## src/rtl/mrx_pkg.sv

```systemverilog
package mrx_pkg;

    // Receiver states
    typedef enum logic [0:0] {
        ST_HUNT = 1'b0,
        ST_DATA = 1'b1
    } mrx_state_e;

    // Preamble shape codes
    localparam logic [1:0] PAT_ONES  = 2'd0;
    localparam logic [1:0] PAT_ZEROS = 2'd1;
    localparam logic [1:0] PAT_ZO    = 2'd2;
    localparam logic [1:0] PAT_OZ    = 2'd3;

    // Expected default-polarity bit of a shape at a given match index parity
    function automatic logic shape_bit(input logic [1:0] pat, input logic odd);
        logic b;
        unique case (pat)
            PAT_ONES:  b = 1'b1;
            PAT_ZEROS: b = 1'b0;
            PAT_ZO:    b = odd;
            default:   b = ~odd;
        endcase
        return b;
    endfunction

endpackage

```

## src/rtl/mrx_phase.sv

```systemverilog
module mrx_phase #(
    parameter int OSR = 16,
    parameter int WIN = 2,
    localparam int PH_W = $clog2(OSR)
) (
    input  logic            clk,
    input  logic            rst,
    input  logic            line_in,
    input  logic            drift_en,
    output logic [PH_W-1:0] phase
);
    localparam int MID = OSR / 2;
    localparam logic [PH_W-1:0] PH_LAST = PH_W'(OSR - 1);
    localparam logic [PH_W-1:0] WIN_LO  = PH_W'(MID - WIN);
    localparam logic [PH_W-1:0] WIN_HI  = PH_W'(MID + WIN);
    localparam logic [PH_W-1:0] PH_SYNC = PH_W'(MID + 1);

    logic line_q;
    logic resync;

    // Re-alignment exists only at 16x oversampling
    generate
        if (OSR == 16) begin : g_drift
            assign resync = drift_en && (line_in != line_q)
                            && (phase >= WIN_LO) && (phase <= WIN_HI);
        end else begin : g_fixed
            assign resync = 1'b0;
        end
    endgenerate

    always_ff @(posedge clk) begin
        if (rst) begin
            phase  <= '0;
            line_q <= line_in;
        end else begin
            line_q <= line_in;
            if (resync)
                phase <= PH_SYNC;
            else if (phase == PH_LAST)
                phase <= '0;
            else
                phase <= phase + 1'b1;
        end
    end

endmodule

```

## src/rtl/mrx_slicer.sv

```systemverilog
module mrx_slicer #(
    parameter int OSR = 16,
    localparam int PH_W = $clog2(OSR)
) (
    input  logic            clk,
    input  logic            rst,
    input  logic            line_in,
    input  logic [PH_W-1:0] phase,
    output logic            decide,
    output logic            raw_bit,
    output logic            sym_ok
);
    localparam logic [PH_W-1:0] PH_EARLY = PH_W'(OSR / 4);
    localparam logic [PH_W-1:0] PH_LATE  = PH_W'((3 * OSR) / 4);

    logic half_a;

    always_ff @(posedge clk) begin
        if (rst)
            half_a <= 1'b0;
        else if (phase == PH_EARLY)
            half_a <= line_in;
    end

    // Default polarity: the first half level is the bit value
    assign decide  = (phase == PH_LATE);
    assign raw_bit = half_a;
    assign sym_ok  = (half_a != line_in);

endmodule

```

## src/rtl/mrx_hunt.sv

```systemverilog
module mrx_hunt #(
    parameter int LEN_W = 4
) (
    input  logic             clk,
    input  logic             rst,
    input  logic             step,
    input  logic             raw_bit,
    input  logic             sym_ok,
    input  logic [1:0]       cfg_pat,
    input  logic [LEN_W-1:0] cfg_len,
    output logic             done
);
    import mrx_pkg::*;

    logic [LEN_W-1:0] match_q;
    logic             hit;

    assign hit  = sym_ok && (raw_bit == shape_bit(cfg_pat, match_q[0]));
    assign done = step && hit && ((match_q + LEN_W'(1)) == cfg_len);

    always_ff @(posedge clk) begin
        if (rst)
            match_q <= '0;
        else if (step) begin
            if (hit && !done)
                match_q <= match_q + LEN_W'(1);
            else
                match_q <= '0;
        end
    end

endmodule

```

## src/rtl/mrx_rx.sv

```systemverilog
module mrx_rx #(
    parameter int OSR   = 16,
    parameter int WIN   = 2,
    parameter int LEN_W = 4,
    localparam int PH_W = $clog2(OSR)
) (
    input  logic             clk,
    input  logic             rst,
    input  logic             line_in,
    input  logic             cfg_pol,
    input  logic [1:0]       cfg_pat,
    input  logic [LEN_W-1:0] cfg_len,
    input  logic             cfg_drift,
    output logic             bit_data,
    output logic             bit_valid,
    output logic             pre_found,
    output logic             code_err
);
    import mrx_pkg::*;

    mrx_state_e      state, state_n;
    logic [PH_W-1:0] phase;
    logic            decide, raw_bit, sym_ok, hunt_done;

    mrx_phase #(.OSR(OSR), .WIN(WIN)) u_phase (
        .clk(clk), .rst(rst), .line_in(line_in),
        .drift_en(cfg_drift), .phase(phase)
    );

    mrx_slicer #(.OSR(OSR)) u_slicer (
        .clk(clk), .rst(rst), .line_in(line_in), .phase(phase),
        .decide(decide), .raw_bit(raw_bit), .sym_ok(sym_ok)
    );

    mrx_hunt #(.LEN_W(LEN_W)) u_hunt (
        .clk(clk), .rst(rst), .step(decide && (state == ST_HUNT)),
        .raw_bit(raw_bit), .sym_ok(sym_ok),
        .cfg_pat(cfg_pat), .cfg_len(cfg_len), .done(hunt_done)
    );

    // Next-state logic
    always_comb begin
        state_n = state;
        unique case (state)
            ST_HUNT: if (hunt_done) state_n = ST_DATA;
            ST_DATA: state_n = ST_DATA;
        endcase
    end

    // State register
    always_ff @(posedge clk) begin
        if (rst)
            state <= (cfg_len == '0) ? ST_DATA : ST_HUNT;
        else
            state <= state_n;
    end

    // Registered outputs
    always_ff @(posedge clk) begin
        if (rst) begin
            bit_data  <= 1'b0;
            bit_valid <= 1'b0;
            pre_found <= 1'b0;
            code_err  <= 1'b0;
        end else begin
            bit_valid <= 1'b0;
            code_err  <= 1'b0;
            pre_found <= hunt_done;
            if (decide && (state == ST_DATA)) begin
                if (sym_ok) begin
                    bit_valid <= 1'b1;
                    bit_data  <= raw_bit ^ cfg_pol;
                end else begin
                    code_err <= 1'b1;
                end
            end
        end
    end

endmodule

```

## config.mk

```make
export PLATFORM = sky130hd
export DESIGN_NAME = mrx_rx
export DESIGN_NICKNAME = d
export VERILOG_FILES = /design/src/rtl/mrx_pkg.sv /design/src/rtl/mrx_phase.sv /design/src/rtl/mrx_slicer.sv /design/src/rtl/mrx_hunt.sv /design/src/rtl/mrx_rx.sv
export SDC_FILE = /design/constraint.sdc
export NUM_CORES = 1
export LEC_CHECK = 0
export BUFFER_PORTS_ARGS = -buffer_cell sky130_fd_sc_hd__buf_2
export CAP_MARGIN = 20
export CORE_MARGIN = 2
export CORE_UTILIZATION = 50
export CTS_BUF_LIST = sky130_fd_sc_hd__clkbuf_4 sky130_fd_sc_hd__clkbuf_8
export CTS_CLUSTER_SIZE = 28
export DETAILED_ROUTE_END_ITERATION = 7
export PLACE_DENSITY_LB_ADDON = 0.12
export SLEW_MARGIN = 20
export SYNTH_ARGS = -nofsm -noshare
export SYNTH_HDL_FRONTEND = slang
export SYNTH_SLANG_ARGS = --single-unit
```

## constraint.sdc

```tcl
create_clock -name clk -period 1.9 [get_ports clk]
set_clock_uncertainty 0.1 [all_clocks]
set_input_delay 0.19 -clock clk [delete_from_list [all_inputs] [get_ports clk]]
set_output_delay 0.19 -clock clk [all_outputs]
set_load 0.02 [all_outputs]
```

==> run metrics, run 1 <==
crit path kind=reg -> reg; DIE HEIGHT=approximately 46 um; Total GRT Usage=0.180; H-tree levels=1; Die W=45.5 um; port bufs=14; crit path max fanout=4; Hold Crit Class=in -> reg; type of origin of the critical path=register; DRT met1 WL=798 um; Max-cap violations=0; Starting Density=0.516; Max Clock Freq=approximately 0.54 GHz; vias=729; crit path DAT=1900 ps; Final Util=0.623; post-synthesis sequential area ratio=0.348; cell area after synthesis=roughly 860 um^2; crit path cell chain=ha_4, xor2_1, or3_1, or3_4, nand3_1, a21oi_1; TritonCTS Sinks=15; post-route ant nets=0; Slew @ Worst Pin=337 ps; Clock Latency Late Sink=between 200 and 300 ps; I/O pin count=15; Top Registers=u_hunt.match_q x4, u_phase.phase x4; Clock transition at path regs=100 ps; WP data required=1960 ps; clk buf depth=2; R2R setup slack=60 ps; pin count of the biggest net entering global routing=20; non-filler instance count after layout=about 140; synth top area cells=dfxtp_1 35%, ha_1 5.8%, xnor2_1 5.1%, nand2_1 4.4%, a21oi_1 3.5%; Fin Setup TNS=0 ps; met2 WL=811 um; CTS root buf=clkbuf_4; Synth-to-Final Area Change=20.8%; share of flip-flops with an asynchronous set or reset=0; DRT Pass-1 Iters=4; number of diodes=0; DR WL/cell=roughly 12 um; Die ar.=0.00207 mm^2; DRC=0; Pleak=0.470 nW; CP max-delay cell=or3_4; Tcrit/Tclk final=0.966; Synth Warn #=0; final WL=1650 um; hpwl dp=1310 um; Slowest Stage Delay on Critical Path=370 ps; most frequent cell after synthesis=dfxtp_1; peak supply drop=381 uV; Critical path buffers and inverters=0; Post-CTS Setup Bufs=0; CTS tree=yes; Yosys reg bits=15; Placed Cells=131; DR top layer=met3; global-route wire length before repair=approximately 2700 um; pwr/cell area=596 mW/mm^2; total grt overflow=0; vias per std cell=5.36; layout cells sized above 1=0.303; Synth top cells by count=15 x dfxtp_1, 10 x nand2_1, 6 x a21oi_1; outcome=completed; Post-synth EDFFs=0; CP endpoint kind=register; biggest area consumer among synthesized cells=dfxtp_1; Cell variety after synth=34; initial DRC count=6; # setup viols final=0; GPL Wtd Cong=0.777; commonest register cell after synthesis=dfxtp_1; CP delay by family, top=simple AND/OR/NAND/NOR gates; met3 WL=38 um; Core Rows=15; RSZ-0062 raised after global routing=no; post-layout min period=1840 ps; Syn Nets=112; hold_ws=13.0 ps; final hold vios=0; Fill cells=148; post-synthesis instance total=97; core area=0.00167 mm^2; Num CTS Buffers=3; max-slew violations=0; final net count=135; number of global-route vias before repair=roughly 650; Syn Area/Cell=8.89 um^2; slew margin rel.=0.773; antenna violations before repair=0; top-area cell type share of the netlist area=0.348
## power by group
part	leakage [nW]	total, W	internal [W]	switching (W)
Combinational	0.329	0.000104	0.0000517	0.0000528
Sequential	0.123	0.000334	0.000325	0.00000888
Clock	0.0177	0.000182	0.0000779	0.000105
## cell families (layout without fill, tap and decap cells)
kind of cell	Yosys count	after routing	share of synthesized area
adders and majority gates	4	4	0.0581
xor gates and xnor gates	9	9	0.100
DFF	15	15	0.348
buffers and inverters	9	31	0.0566
muxes	3	3	0.0363
AOI/OAI and AO/OA	16	16	0.112
and+or+nand+nor	41	41	0.289
## routing by layer
layer  vias up  track usage
met2         9        0.301
met5         -            0
met4         0       0.0353
met3         0       0.0397
li1        387            -
met1       333        0.237
## area by class of cell
cell class | instances | area (um^2) | share of cell area
tap | 17 | 21.3 | 0.0204
inverter | 5 | 18.8 | 0.0180
sequential | 15 | 303 | 0.291
clock inverter | 1 | 5.00 | 0.00481
multi-input combinational | 73 | 538 | 0.517
clock buffer | 3 | 22.5 | 0.0216
timing repair buffer | 22 | 133 | 0.127
## repair_timing
action | in CTS | in global routing
setup endpoints to repair | 1 | 4
pin swaps | 0 | 1
resized for setup | 1 | 2
hold endpoints to repair | 1 | 0
hold buffers | 1 | 0
## cell usage in the layout, fill, tap and decap left out, drive strengths merged, types with 4 or more instances in the layout
cell type   n
a21oi       6
buf        21
dfxtp      15
ha          4
inv         5
nand2      10
nand3       5
nor2        5
o21ai       4
xnor2       6
## per-stage QoR
step	instance area, um^2	setup slack (ps)	power [W]
after floorplan	888	25.0	0.000406
after global placement	1000	41.9	0.000440
after detailed placement	1000	7.46	0.000444
after CTS	1040	24.2	0.000627
after global routing	1040	9.27	0.000655
final	1040	63.7	0.000621
## worst register-to-register path, stage by stage (launching register included)
cell     delay, ps
dfxtp_2        350
ha_4           240
xor2_1         150
or3_1          360
or3_4          370
nand3_1        100
a21oi_1         60
## worst paths after layout
kind                                   startpoint                 to  depth (start not counted)
worst max-delay path            u_hunt.match_q[0]  u_hunt.match_q[0]                          6
worst min-delay path                    cfg_drift   u_phase.phase[2]                          2
worst max register to register  u_hunt.match_q[0]  u_hunt.match_q[0]                          6
worst min register to register  u_hunt.match_q[1]  u_hunt.match_q[1]                          2
(Power assumes the default switching activity.)
==> run 2: changes to the inputs <==
BUFFER_PORTS_ARGS = default   (was -buffer_cell sky130_fd_sc_hd__buf_2)
CORE_MARGIN = 5   (was 2)
DONT_BUFFER_PORTS = 1   (was default)
RECOVER_POWER = 50   (was default)
==> run 2 against run 1 <==
  * Utilization decreased by 0.62 points
  * Final cell count is 5.9% lower
  * First-iteration DRC count grew to 2.7 times the previous value
  * Clock power hardly changed
  * Fmax decreased by 1.6%
  * Sequential power hardly changed
  * Sequential cell count unchanged
  * Power decreased by 1.1%
  * Combinational power down 11%
  * Routed wire length grew 6.0%
  * Critical path depth unchanged
  * Critical path type unchanged
==> run metrics, run 2 (synthesized netlist as in run 1, its figures left out) <==
I/O pin count=15 (unchanged); worst r2r src=u_hunt.match_q[1] (was u_hunt.match_q[0]); CP delay by family, top=simple AND/OR/NAND/NOR gates (unchanged); Top Registers=u_hunt.match_q x4, u_phase.phase x4 (unchanged); TritonCTS Sinks=15 (unchanged); Pleak=0.434 nW (was 0.470 nW); final hold vios=0 (unchanged); non-filler instance count after layout=128 (was 136); Hold Crit Class=in -> reg (unchanged); CTS root buf=clkbuf_4 (unchanged); outcome=completed (unchanged); Critical Path Stages=6 (unchanged); number of global-route vias before repair=725 (was 651); crit path cell chain=ha_4, xor2_1, or3_4, or3_4, o211ai_1, nand2_1 (was ha_4, xor2_1, or3_1, or3_4, nand3_1, a21oi_1); port bufs=0 (was 14); final WL=1750 um (was 1650 um); Final WS setup=33.6 ps (was 63.7 ps); Total GRT Usage=0.158 (was 0.180); vias=729 (unchanged); type of origin of the critical path=register (unchanged); Worst Reg-to-Reg Cells=6 (unchanged); Slew @ Worst Pin=510 ps (was 337 ps); final net count=127 (was 135); pwr/cell area=589 mW/mm^2 (was 596 mW/mm^2); commonest non-fill, non-tap cell in the layout=dfxtp_1 (was buf_2); global-route wire length before repair=3150 um (was 2740 um); H-tree levels=1 (unchanged); DRC=0 (unchanged); Starting Density=0.510 (was 0.516); Synth-to-Final Area Change=20.9% (was 20.8%); slew margin rel.=0.659 (was 0.773); core area=0.00169 mm^2 (was 0.00167 mm^2); Slowest Stage Delay on Critical Path=390 ps (was 370 ps); most frequent cells in the layout=13 x dfxtp_1, 10 x nand2_1, 7 x dlygate4sd3_1, 6 x a21oi_1, 6 x buf_4 (was 14 x buf_2, 13 x dfxtp_1, 10 x nand2_1, 7 x buf_4, 6 x a21oi_1); post-route ant nets=0 (unchanged); GPL Wtd Cong=0.833 (was 0.777); Die ar.=0.00265 mm^2 (was 0.00207 mm^2); # setup viols final=0 (unchanged); Num CTS Buffers=3 (unchanged); DIE HEIGHT=51.5 um (was 45.5 um); crit-path most repeated cell=or3_4; CP max-delay cell=or3_4 (unchanged); total grt overflow=0 (unchanged); crit path kind=reg -> reg (unchanged); RSZ-0062 raised after global routing=yes (was no); number of diodes=0 (unchanged); max-slew violations=0 (unchanged); Die W=51.5 um (was 45.5 um); DR WL/cell=13.6 um (was 12.1 um); DRT Pass-1 Iters=4 (unchanged); r2r endpoint=u_hunt.match_q[3] (was u_hunt.match_q[0]); CTS tree=yes (unchanged); Max-cap violations=0 (unchanged); crit path max fanout=4 (unchanged); CP Launch Point=u_hunt.match_q[1] (was u_hunt.match_q[0]); pre-CTS setup slack=20.0 ps (was 7.46 ps); hold_ws=23.5 ps (was 13.0 ps); CP endpoint kind=register (unchanged); layout cells sized above 1=0.216 (was 0.303); Core Rows=15 (unchanged); pin count of the biggest net entering global routing=15 (was 20); vias per std cell=5.70 (was 5.36); Placed Cells=117 (was 131); Tcrit/Tclk final=0.982 (was 0.966); crit path DAT=1950 ps (was 1900 ps); Clock Latency Late Sink=280 ps (about the same); Max Clock Freq=0.536 GHz (was 0.545 GHz); Critical path buffers and inverters=0 (unchanged); WP data required=1980 ps (was 1960 ps); total power=0.000613 W (was 0.000621 W); clk buf depth=2 (unchanged); post-layout min period=1870 ps (was 1840 ps); antenna violations before repair=0 (unchanged); peak supply drop=381 uV (about the same); CP endpoint=u_hunt.match_q[3] (was u_hunt.match_q[0]); R2R setup slack=30 ps (was 60 ps); Clock transition at path regs=90 ps (was 100 ps); hpwl dp=1230 um (was 1310 um); initial DRC count=16 (was 6)
[run 2: cell count changes in the layout (fill, tap and decap cells not counted), sizes merged]
cell         change
buf             -15
dlygate4sd3      +6
clkbuf           +1
[run 2: layer usage]
metal	global-route usage	wire length [um]
met1	0.206	803
met2	0.248	812
met3	0.0573	118
met4	0.0393	12
met5	0	0
[run 2: area by class of cell]
type | instances | area (um^2)
repair buffers | 14 | 119
flip-flops and latches | 15 | 303
clock inverters | 1 | 5.00
inverters | 5 | 18.8
multi-input cells | 73 | 553
well taps | 17 | 21.3
fillers | 149 | 647
clock buffers | 3 | 22.5
[run 2: repair_timing]
| item | CTS | global route |
|---|---|---|
| hold buffers | 6 | 1 |
| pin swaps | 0 | 6 |
| endpoints found under the hold margin | 14 | 1 |
| resized for setup | 1 | 5 |
| setup endpoints to repair | 1 | 6 |
| setup buffers | 0 | 0 |
[run 2: worst min path at each step]
stage	to	start	slack, ps	cells past startpoint
global route	bit_data	line_in	10	2
finish	bit_data	line_in	20	2
global placement	u_phase.line_q	line_in	120	0
detailed placement	u_phase.line_q	line_in	120	0
CTS	u_phase.phase[1]	rst	0.8	1
floorplan	u_phase.line_q	line_in	120	0
[run 2: through the flow]
stage,setup TNS [ps],utilization,cell area [um^2]
5_1_grt,-43.2,0.617,1040
6_report,0,0.617,1040
2_1_floorplan,0,-,888
3_3_place_gp,0,0.552,932
3_5_place_dp,0,0.552,932
4_1_cts,0,0.604,1020
[run 2: where the power goes]
part	total [W]	leakage, nW	internal [W]	switching [W]
registers	0.000336	0.123	0.000325	0.0000111
logic	0.0000926	0.293	0.0000500	0.0000426
clock network	0.000185	0.0177	0.0000782	0.000107
total	0.000613	0.434	0.000453	0.000161
